$ cat config.mk
export PLATFORM = sky130hd
export DESIGN_NAME = aclink_tx_framer
export DESIGN_NICKNAME = d
export VERILOG_FILES = /design/src/rtl/aclink_tx_pkg.sv /design/src/rtl/aclink_bit_timer.sv /design/src/rtl/aclink_gpo_slot.sv /design/src/rtl/aclink_frame_packer.sv /design/src/rtl/aclink_shifter.sv /design/src/rtl/aclink_tx_framer.sv
export SDC_FILE = /design/constraint.sdc
export NUM_CORES = 1
export LEC_CHECK = 0
export CAP_MARGIN = 10
export CELL_PAD_IN_SITES_DETAIL_PLACEMENT = 1
export CELL_PAD_IN_SITES_GLOBAL_PLACEMENT = 1
export CORE_MARGIN = 2
export CORE_UTILIZATION = 41
export CTS_CLUSTER_DIAMETER = 50
export CTS_CLUSTER_SIZE = 20
export DETAILED_ROUTE_END_ITERATION = 8
export PLACE_DENSITY = 0.82
export REMOVE_ABC_BUFFERS = 1
export SLEW_MARGIN = 20
export SYNTH_ARGS = -nofsm -noshare
export SYNTH_HDL_FRONTEND = slang
export SYNTH_SLANG_ARGS = --single-unit
$ cat constraint.sdc
create_clock -name clk_i -period 2.02 [get_ports clk_i]
set_input_delay 0.404 -clock clk_i [delete_from_list [all_inputs] [get_ports clk_i]]
set_output_delay 0.404 -clock clk_i [all_outputs]
set_load 0.005 [all_outputs]
$ cat src/rtl/aclink_tx_pkg.sv
package aclink_tx_pkg;
  localparam int TAG_W   = 16;
  localparam int SLOT_W  = 20;
  localparam int N_SLOTS = 12;
  localparam int FRAME_W = TAG_W + N_SLOTS * SLOT_W;
  localparam int CNT_W   = $clog2(FRAME_W);

  typedef enum logic [1:0] {
    RES_16  = 2'b00,
    RES_18  = 2'b01,
    RES_20  = 2'b10,
    RES_RSV = 2'b11
  } modem_res_e;

  // keep the top 'bits' positions of a slot
  function automatic logic [SLOT_W-1:0] msb_mask(input int bits);
    logic [SLOT_W-1:0] m;
    for (int i = 0; i < SLOT_W; i++) m[i] = (i >= SLOT_W - bits);
    return m;
  endfunction
endpackage

$ cat src/rtl/aclink_bit_timer.sv
module aclink_bit_timer
  import aclink_tx_pkg::*;
(
  input  logic             clk_i,
  input  logic             rst_ni,
  output logic [CNT_W-1:0] cnt_o,
  output logic             load_o,
  output logic             sync_o
);
  localparam logic [CNT_W-1:0] LAST = CNT_W'(FRAME_W - 1);

  logic [CNT_W-1:0] cnt_q;

  // reset to the last bit so the first edge loads a frame
  always_ff @(posedge clk_i or negedge rst_ni) begin
    if (!rst_ni)            cnt_q <= LAST;
    else if (cnt_q == LAST) cnt_q <= '0;
    else                    cnt_q <= cnt_q + 1'b1;
  end

  assign cnt_o  = cnt_q;
  assign load_o = (cnt_q == LAST);
  assign sync_o = (cnt_q < CNT_W'(TAG_W));
endmodule

$ cat src/rtl/aclink_gpo_slot.sv
module aclink_gpo_slot #(
  parameter int                ADDR_W   = 7,
  parameter int                DATA_W   = 16,
  parameter logic [ADDR_W-1:0] GPO_ADDR = 7'h54
) (
  input  logic              clk_i,
  input  logic              rst_ni,
  input  logic              cold_rst_i,
  input  logic              load_i,
  input  logic              cmd_valid_i,
  input  logic              cmd_rd_i,
  input  logic [ADDR_W-1:0] cmd_addr_i,
  input  logic [DATA_W-1:0] cmd_data_i,
  output logic              valid_o,
  output logic [DATA_W-1:0] data_o
);
  logic hit;
  assign hit = load_i && cmd_valid_i && !cmd_rd_i && (cmd_addr_i == GPO_ADDR);

  // cold reset wins over a same-cycle write
  always_ff @(posedge clk_i or negedge rst_ni) begin
    if (!rst_ni) begin
      valid_o <= 1'b0;
      data_o  <= '0;
    end else if (cold_rst_i) begin
      valid_o <= 1'b0;
      data_o  <= '0;
    end else if (hit) begin
      valid_o <= 1'b1;
      data_o  <= cmd_data_i;
    end
  end
endmodule

$ cat src/rtl/aclink_frame_packer.sv
module aclink_frame_packer
  import aclink_tx_pkg::*;
#(
  parameter int ADDR_W  = 7,
  parameter int DATA_W  = 16,
  parameter int PCM_RES = 20
) (
  input  logic              cmd_valid_i,
  input  logic              cmd_rd_i,
  input  logic [ADDR_W-1:0] cmd_addr_i,
  input  logic [DATA_W-1:0] cmd_data_i,
  input  logic              pcm_l_valid_i,
  input  logic [SLOT_W-1:0] pcm_l_i,
  input  logic              pcm_r_valid_i,
  input  logic [SLOT_W-1:0] pcm_r_i,
  input  logic              modem_valid_i,
  input  logic [1:0]        modem_res_i,
  input  logic [SLOT_W-1:0] modem_i,
  input  logic              gpo_valid_i,
  input  logic [DATA_W-1:0] gpo_data_i,
  output logic [FRAME_W-1:0] frame_o
);
  localparam logic [SLOT_W-1:0] PCM_MASK = msb_mask(PCM_RES);
  localparam logic [SLOT_W-1:0] M16      = msb_mask(16);
  localparam logic [SLOT_W-1:0] M18      = msb_mask(18);
  localparam logic [SLOT_W-1:0] M20      = msb_mask(20);

  logic [SLOT_W-1:0] slot_d [N_SLOTS+1];
  logic [N_SLOTS:1]  tag_v;
  logic [SLOT_W-1:0] modem_mask;
  logic [TAG_W-1:0]  tag_word;

  always_comb begin
    case (modem_res_e'(modem_res_i))
      RES_18:  modem_mask = M18;
      RES_20:  modem_mask = M20;
      default: modem_mask = M16;
    endcase
  end

  always_comb begin
    for (int s = 0; s <= N_SLOTS; s++) slot_d[s] = '0;
    tag_v = '0;

    tag_v[1] = cmd_valid_i;
    if (cmd_valid_i) begin
      slot_d[1][SLOT_W-1]             = cmd_rd_i;
      slot_d[1][SLOT_W-2 -: ADDR_W]   = cmd_addr_i;
    end
    tag_v[2] = cmd_valid_i && !cmd_rd_i;
    if (tag_v[2]) slot_d[2][SLOT_W-1 -: DATA_W] = cmd_data_i;

    tag_v[3] = pcm_l_valid_i;
    if (pcm_l_valid_i) slot_d[3] = pcm_l_i & PCM_MASK;
    tag_v[4] = pcm_r_valid_i;
    if (pcm_r_valid_i) slot_d[4] = pcm_r_i & PCM_MASK;
    tag_v[5] = modem_valid_i;
    if (modem_valid_i) slot_d[5] = modem_i & modem_mask;

    tag_v[N_SLOTS] = gpo_valid_i;
    if (gpo_valid_i) slot_d[N_SLOTS][SLOT_W-1 -: DATA_W] = gpo_data_i;
  end

  always_comb begin
    tag_word = '0;
    tag_word[TAG_W-1] = |tag_v;
    for (int s = 1; s <= N_SLOTS; s++) tag_word[TAG_W-1-s] = tag_v[s];
  end

  assign frame_o[FRAME_W-1 -: TAG_W] = tag_word;
  for (genvar s = 1; s <= N_SLOTS; s++) begin : g_slot
    assign frame_o[FRAME_W-TAG_W-1-(s-1)*SLOT_W -: SLOT_W] = slot_d[s];
  end
endmodule

$ cat src/rtl/aclink_shifter.sv
module aclink_shifter
  import aclink_tx_pkg::*;
(
  input  logic               clk_i,
  input  logic               rst_ni,
  input  logic               load_i,
  input  logic [FRAME_W-1:0] frame_i,
  output logic               sdata_o
);
  logic [FRAME_W-1:0] sh_q;

  always_ff @(posedge clk_i or negedge rst_ni) begin
    if (!rst_ni)     sh_q <= '0;
    else if (load_i) sh_q <= frame_i;
    else             sh_q <= {sh_q[FRAME_W-2:0], 1'b0};
  end

  assign sdata_o = sh_q[FRAME_W-1];
endmodule

$ cat src/rtl/aclink_tx_framer.sv
module aclink_tx_framer
  import aclink_tx_pkg::*;
#(
  parameter int                ADDR_W   = 7,
  parameter int                DATA_W   = 16,
  parameter int                PCM_RES  = 20,
  parameter logic [ADDR_W-1:0] GPO_ADDR = 7'h54
) (
  input  logic              clk_i,
  input  logic              rst_ni,
  input  logic              cold_rst_i,
  input  logic              cmd_valid_i,
  input  logic              cmd_rd_i,
  input  logic [ADDR_W-1:0] cmd_addr_i,
  input  logic [DATA_W-1:0] cmd_data_i,
  input  logic              pcm_l_valid_i,
  input  logic [19:0]       pcm_l_i,
  input  logic              pcm_r_valid_i,
  input  logic [19:0]       pcm_r_i,
  input  logic              modem_valid_i,
  input  logic [1:0]        modem_res_i,
  input  logic [19:0]       modem_i,
  output logic              load_o,
  output logic              sync_o,
  output logic              sdata_o
);
  logic [CNT_W-1:0]   cnt_q;
  logic               gpo_valid_q;
  logic [DATA_W-1:0]  gpo_data_q;
  logic [FRAME_W-1:0] frame_d;

  aclink_bit_timer u_timer (
    .clk_i  (clk_i),
    .rst_ni (rst_ni),
    .cnt_o  (cnt_q),
    .load_o (load_o),
    .sync_o (sync_o)
  );

  aclink_gpo_slot #(
    .ADDR_W   (ADDR_W),
    .DATA_W   (DATA_W),
    .GPO_ADDR (GPO_ADDR)
  ) u_gpo (
    .clk_i       (clk_i),
    .rst_ni      (rst_ni),
    .cold_rst_i  (cold_rst_i),
    .load_i      (load_o),
    .cmd_valid_i (cmd_valid_i),
    .cmd_rd_i    (cmd_rd_i),
    .cmd_addr_i  (cmd_addr_i),
    .cmd_data_i  (cmd_data_i),
    .valid_o     (gpo_valid_q),
    .data_o      (gpo_data_q)
  );

  aclink_frame_packer #(
    .ADDR_W  (ADDR_W),
    .DATA_W  (DATA_W),
    .PCM_RES (PCM_RES)
  ) u_pack (
    .cmd_valid_i   (cmd_valid_i),
    .cmd_rd_i      (cmd_rd_i),
    .cmd_addr_i    (cmd_addr_i),
    .cmd_data_i    (cmd_data_i),
    .pcm_l_valid_i (pcm_l_valid_i),
    .pcm_l_i       (pcm_l_i),
    .pcm_r_valid_i (pcm_r_valid_i),
    .pcm_r_i       (pcm_r_i),
    .modem_valid_i (modem_valid_i),
    .modem_res_i   (modem_res_i),
    .modem_i       (modem_i),
    .gpo_valid_i   (gpo_valid_q),
    .gpo_data_i    (gpo_data_q),
    .frame_o       (frame_d)
  );

  aclink_shifter u_shift (
    .clk_i   (clk_i),
    .rst_ni  (rst_ni),
    .load_i  (load_o),
    .frame_i (frame_d),
    .sdata_o (sdata_o)
  );
endmodule


==> metrics.md <==
| Metric | Value |
|---|---|
| Antenna Violating Nets Remaining | `0` |
| Slack of the critical path | `-110.8 ps` |
| Post-synth EDFFs | `0` |
| R2R setup slack | `50 ps` |
| Clk sinks | `277` |
| Ratio of cells with drive above 1 in the final layout | `10.59%` |
| Worst-path clk slew | `70 ps` |
| Wl on met1 | `9567 µm` |
| Worst-Margin Slew | `473.5 ps` |
| Most frequent cells in the layout | `269 x dfrtp_1, 180 x nand2_1, 146 x and2_1` |
| Status | `finished, violations left` |
| Ports | `96` |
| Vias after detailed routing | `6,044` |
| Leading cell type in the layout, fill and taps excluded | `dfrtp_1` |
| Final Setup Violations | `1` |
| Worst r2r src | `u_timer.cnt_o[0]` |
| WP data required | `1620 ps` |
| Register area share after synthesis | `71.26%` |
| Vert. Die Dim | `158.1 µm` |
| Site row count | `56` |
| Met3 Wirelength | `893 µm` |
| CP Class | `reg -> out` |
| CP Cell Sequence | `ha_4 -> and3_4 -> nand3_4 -> inv_4 -> buf_6` |
| Clock Skews | `21.66 ps` |
| Horiz. Die Dim | `158.1 µm` |
| WL per Instance | `17.44 µm` |
| Core region area | `0.02340 mm²` |
| Total gr overflow | `0` |
| Final min period | `2131 ps` |
| Via density | `4.820` |
| Top Family by Delay on Critical Path | `flip-flops` |
| Max-Cap Viols | `0` |
| P per Cell Area | `911.9 mW/mm²` |
| Vias in the first global route | `6,659` |
| CP max stage cell | `dfstp_2` |
| Mapped Cells | `807` |
| Ant. Diodes | `0` |
| Met2 WL | `11,060 µm` |
| Leak | `5.955 nW` |
| CP Launch Type | `register` |
| Worst Path Buf+Inv | `2` |
| H-tree depth reported by CTS | `1` |
| Worst Hold Class | `in -> async` |
| CP max FO | `3` |
| Synth unique cells | `30` |
| Async SR Flop Fraction | `100.0%` |
| Mapped cell area | `0.009742 mm²` |
| Total CTS buffers | `27` |
| RD Place Congestion | `0.7351` |
| Router iterations before antenna repair | `4` |
| Global Route Usage Sum | `18.16%` |
| Final Hold Vio Count | `0` |
| Slew Limit Fails | `0` |
| Drt drc | `0` |
| Ys Warns | `0` |
| VDD IR-drop max | `0.0005421 V` |
| Worst stage delay on the critical path | `570 ps` |
| Worst setup path startpoint | `u_timer.cnt_o[0]` |
| Layout Nets | `1,011` |
| Total chip power | `11.15 mW` |
| Count of buffers from port buffering | `95` |
| P&R area growth vs syn | `25.56%` |
| Antenna violations before repair | `0` |
| Post-route clock period utilization | `105.5%` |
| Slew headroom | `68.44%` |
| Initial DRC count | `247` |
| Failing checks | `setup timing` |
| Syn avg cell area | `12.07 µm²` |
| Die Area | `0.02501 mm²` |
| Root buf cell | `clkbuf_16` |
| Worst Setup End Kind | `output pin` |
| Clock latency on the worst-skew pair | `530 ps` |
| Minimum hold slack | `364.8 ps` |
| Main synth FF type | `dfrtp_1` |
| Max layer used | `met4` |
| Fmax | `469.3 MHz` |
| First-pass GRT wire length | `35,490 µm` |
| Initial core utilization | `41.63%` |
| WL final | `21,880 µm` |
| CTS tree | `done` |
| RSZ-0062 raised after global routing | `yes` |
| Flop and latch count out of synthesis | `277` |
| Largest net degree at the start of global routing | `135` |
| Dpl hpwl | `12,430 µm` |
| Setup TNS | `-110.8 ps` |
| Data arrival time of the worst path | `1730 ps` |
| Longest Clk Path Bufs | `3` |
[worst register-to-register path: cells and delay by family, from the launching register on]
kind / cells / cell delay (ps)
AOI/OAI and AO/OA: 1 / 150
buffers and inverters: 3 / 500
adders and majority gates: 1 / 150
and+or+nand+nor: 3 / 540
DFF: 1 / 570
[report_power, final]
group	switching, mW	total (mW)	internal (mW)
clock	2.31	5.22	2.91
combinational	0.190	0.388	0.198
sequential	0.000771	5.55	5.55
[kinds of logic (layout without fill, tap and decap cells)]
| family | count (synthesis) | in the layout | share of synthesized area [%] |
|---|---|---|---|
| buf+inv | 54 | 182 | 2.427 |
| xor+xnor | 5 | 5 | 0.4495 |
| flops | 277 | 277 | 71.26 |
| compound gates | 49 | 49 | 3.866 |
| fa+ha+maj | 2 | 2 | 0.2568 |
| simple gates | 420 | 420 | 21.74 |
[Yosys cell counts (3+ instances only)]
library cell / number / area (µm²)
dfrtp_1: 269 / 6731
nand2_1: 180 / 675.7
and2_1: 146 / 913.4
nand3_1: 75 / 375.4
a22o_1: 32 / 280.3
clkbuf_1: 28 / 105.1
buf_2: 18 / 90.09
o21ai_0: 13 / 65.06
dfstp_2: 8 / 210.2
nor2_1: 5 / 18.77
inv_1: 4 / 15.01
xor2_1: 4 / 35.03
nand4b_1: 3 / 26.28
[cell type report]
type / instances / area, µm²
Multi-Input combinational cell: 476 / 2586
Clock buffer: 32 / 724.4
Tap cell: 319 / 399.1
Sequential cell: 277 / 6942
Fill cell: 2439 / 11170
Timing Repair Buffer: 130 / 1354
Clock inverter: 16 / 209.0
Inverter: 4 / 17.52
[per-stage QoR]
step                      util (%)  area (µm²)  worst slack, ps  cells
final                        52.27       12230           -110.8   1254
after global routing         52.27       12230           -172.6   1254
after CTS                    52.19       12210           -130.2   1252
after detailed placement     48.00       11230           -163.8   1202
after global placement       48.00       11230           -114.7   1202
after floorplan                  -        9520            -2256    757
[final timing paths]
check                                         end  cells past startpoint
worst max-delay path                       load_o                      5
worst min-delay path             u_shift.sh_q[45]                      2
worst max register to register  u_shift.sh_q[216]                      8
worst min register to register   u_shift.sh_q[14]                      2
max in group asynchronous       u_shift.sh_q[157]                      3
min in group clk_i              u_shift.sh_q[196]                      3
[what timing repair did]
action | CTS | global route
endpoints found under the hold margin | 27 | 0
gates resized for setup | 12 | 1
setup endpoints to repair | 20 | 34
pin swaps | 1 | 1
hold buffers | 1 | 0
setup buffers | 1 | 2
[layer usage]
metal / GRT usage, % / up-vias
met4: 3.732 / 0
met2: 31.30 / 102
met3: 3.039 / 32
li1: - / 2802
met5: 0 / -
met1: 24.43 / 3108
[state kept, by name, indices dropped and copies added (netlist names)]
signal         flops
u_gpo.data_o      16
u_timer.cnt_o      8
u_gpo.valid_o      1
u_shift.sh_q     252
Note: power is estimated with default switching activity, not from simulation.
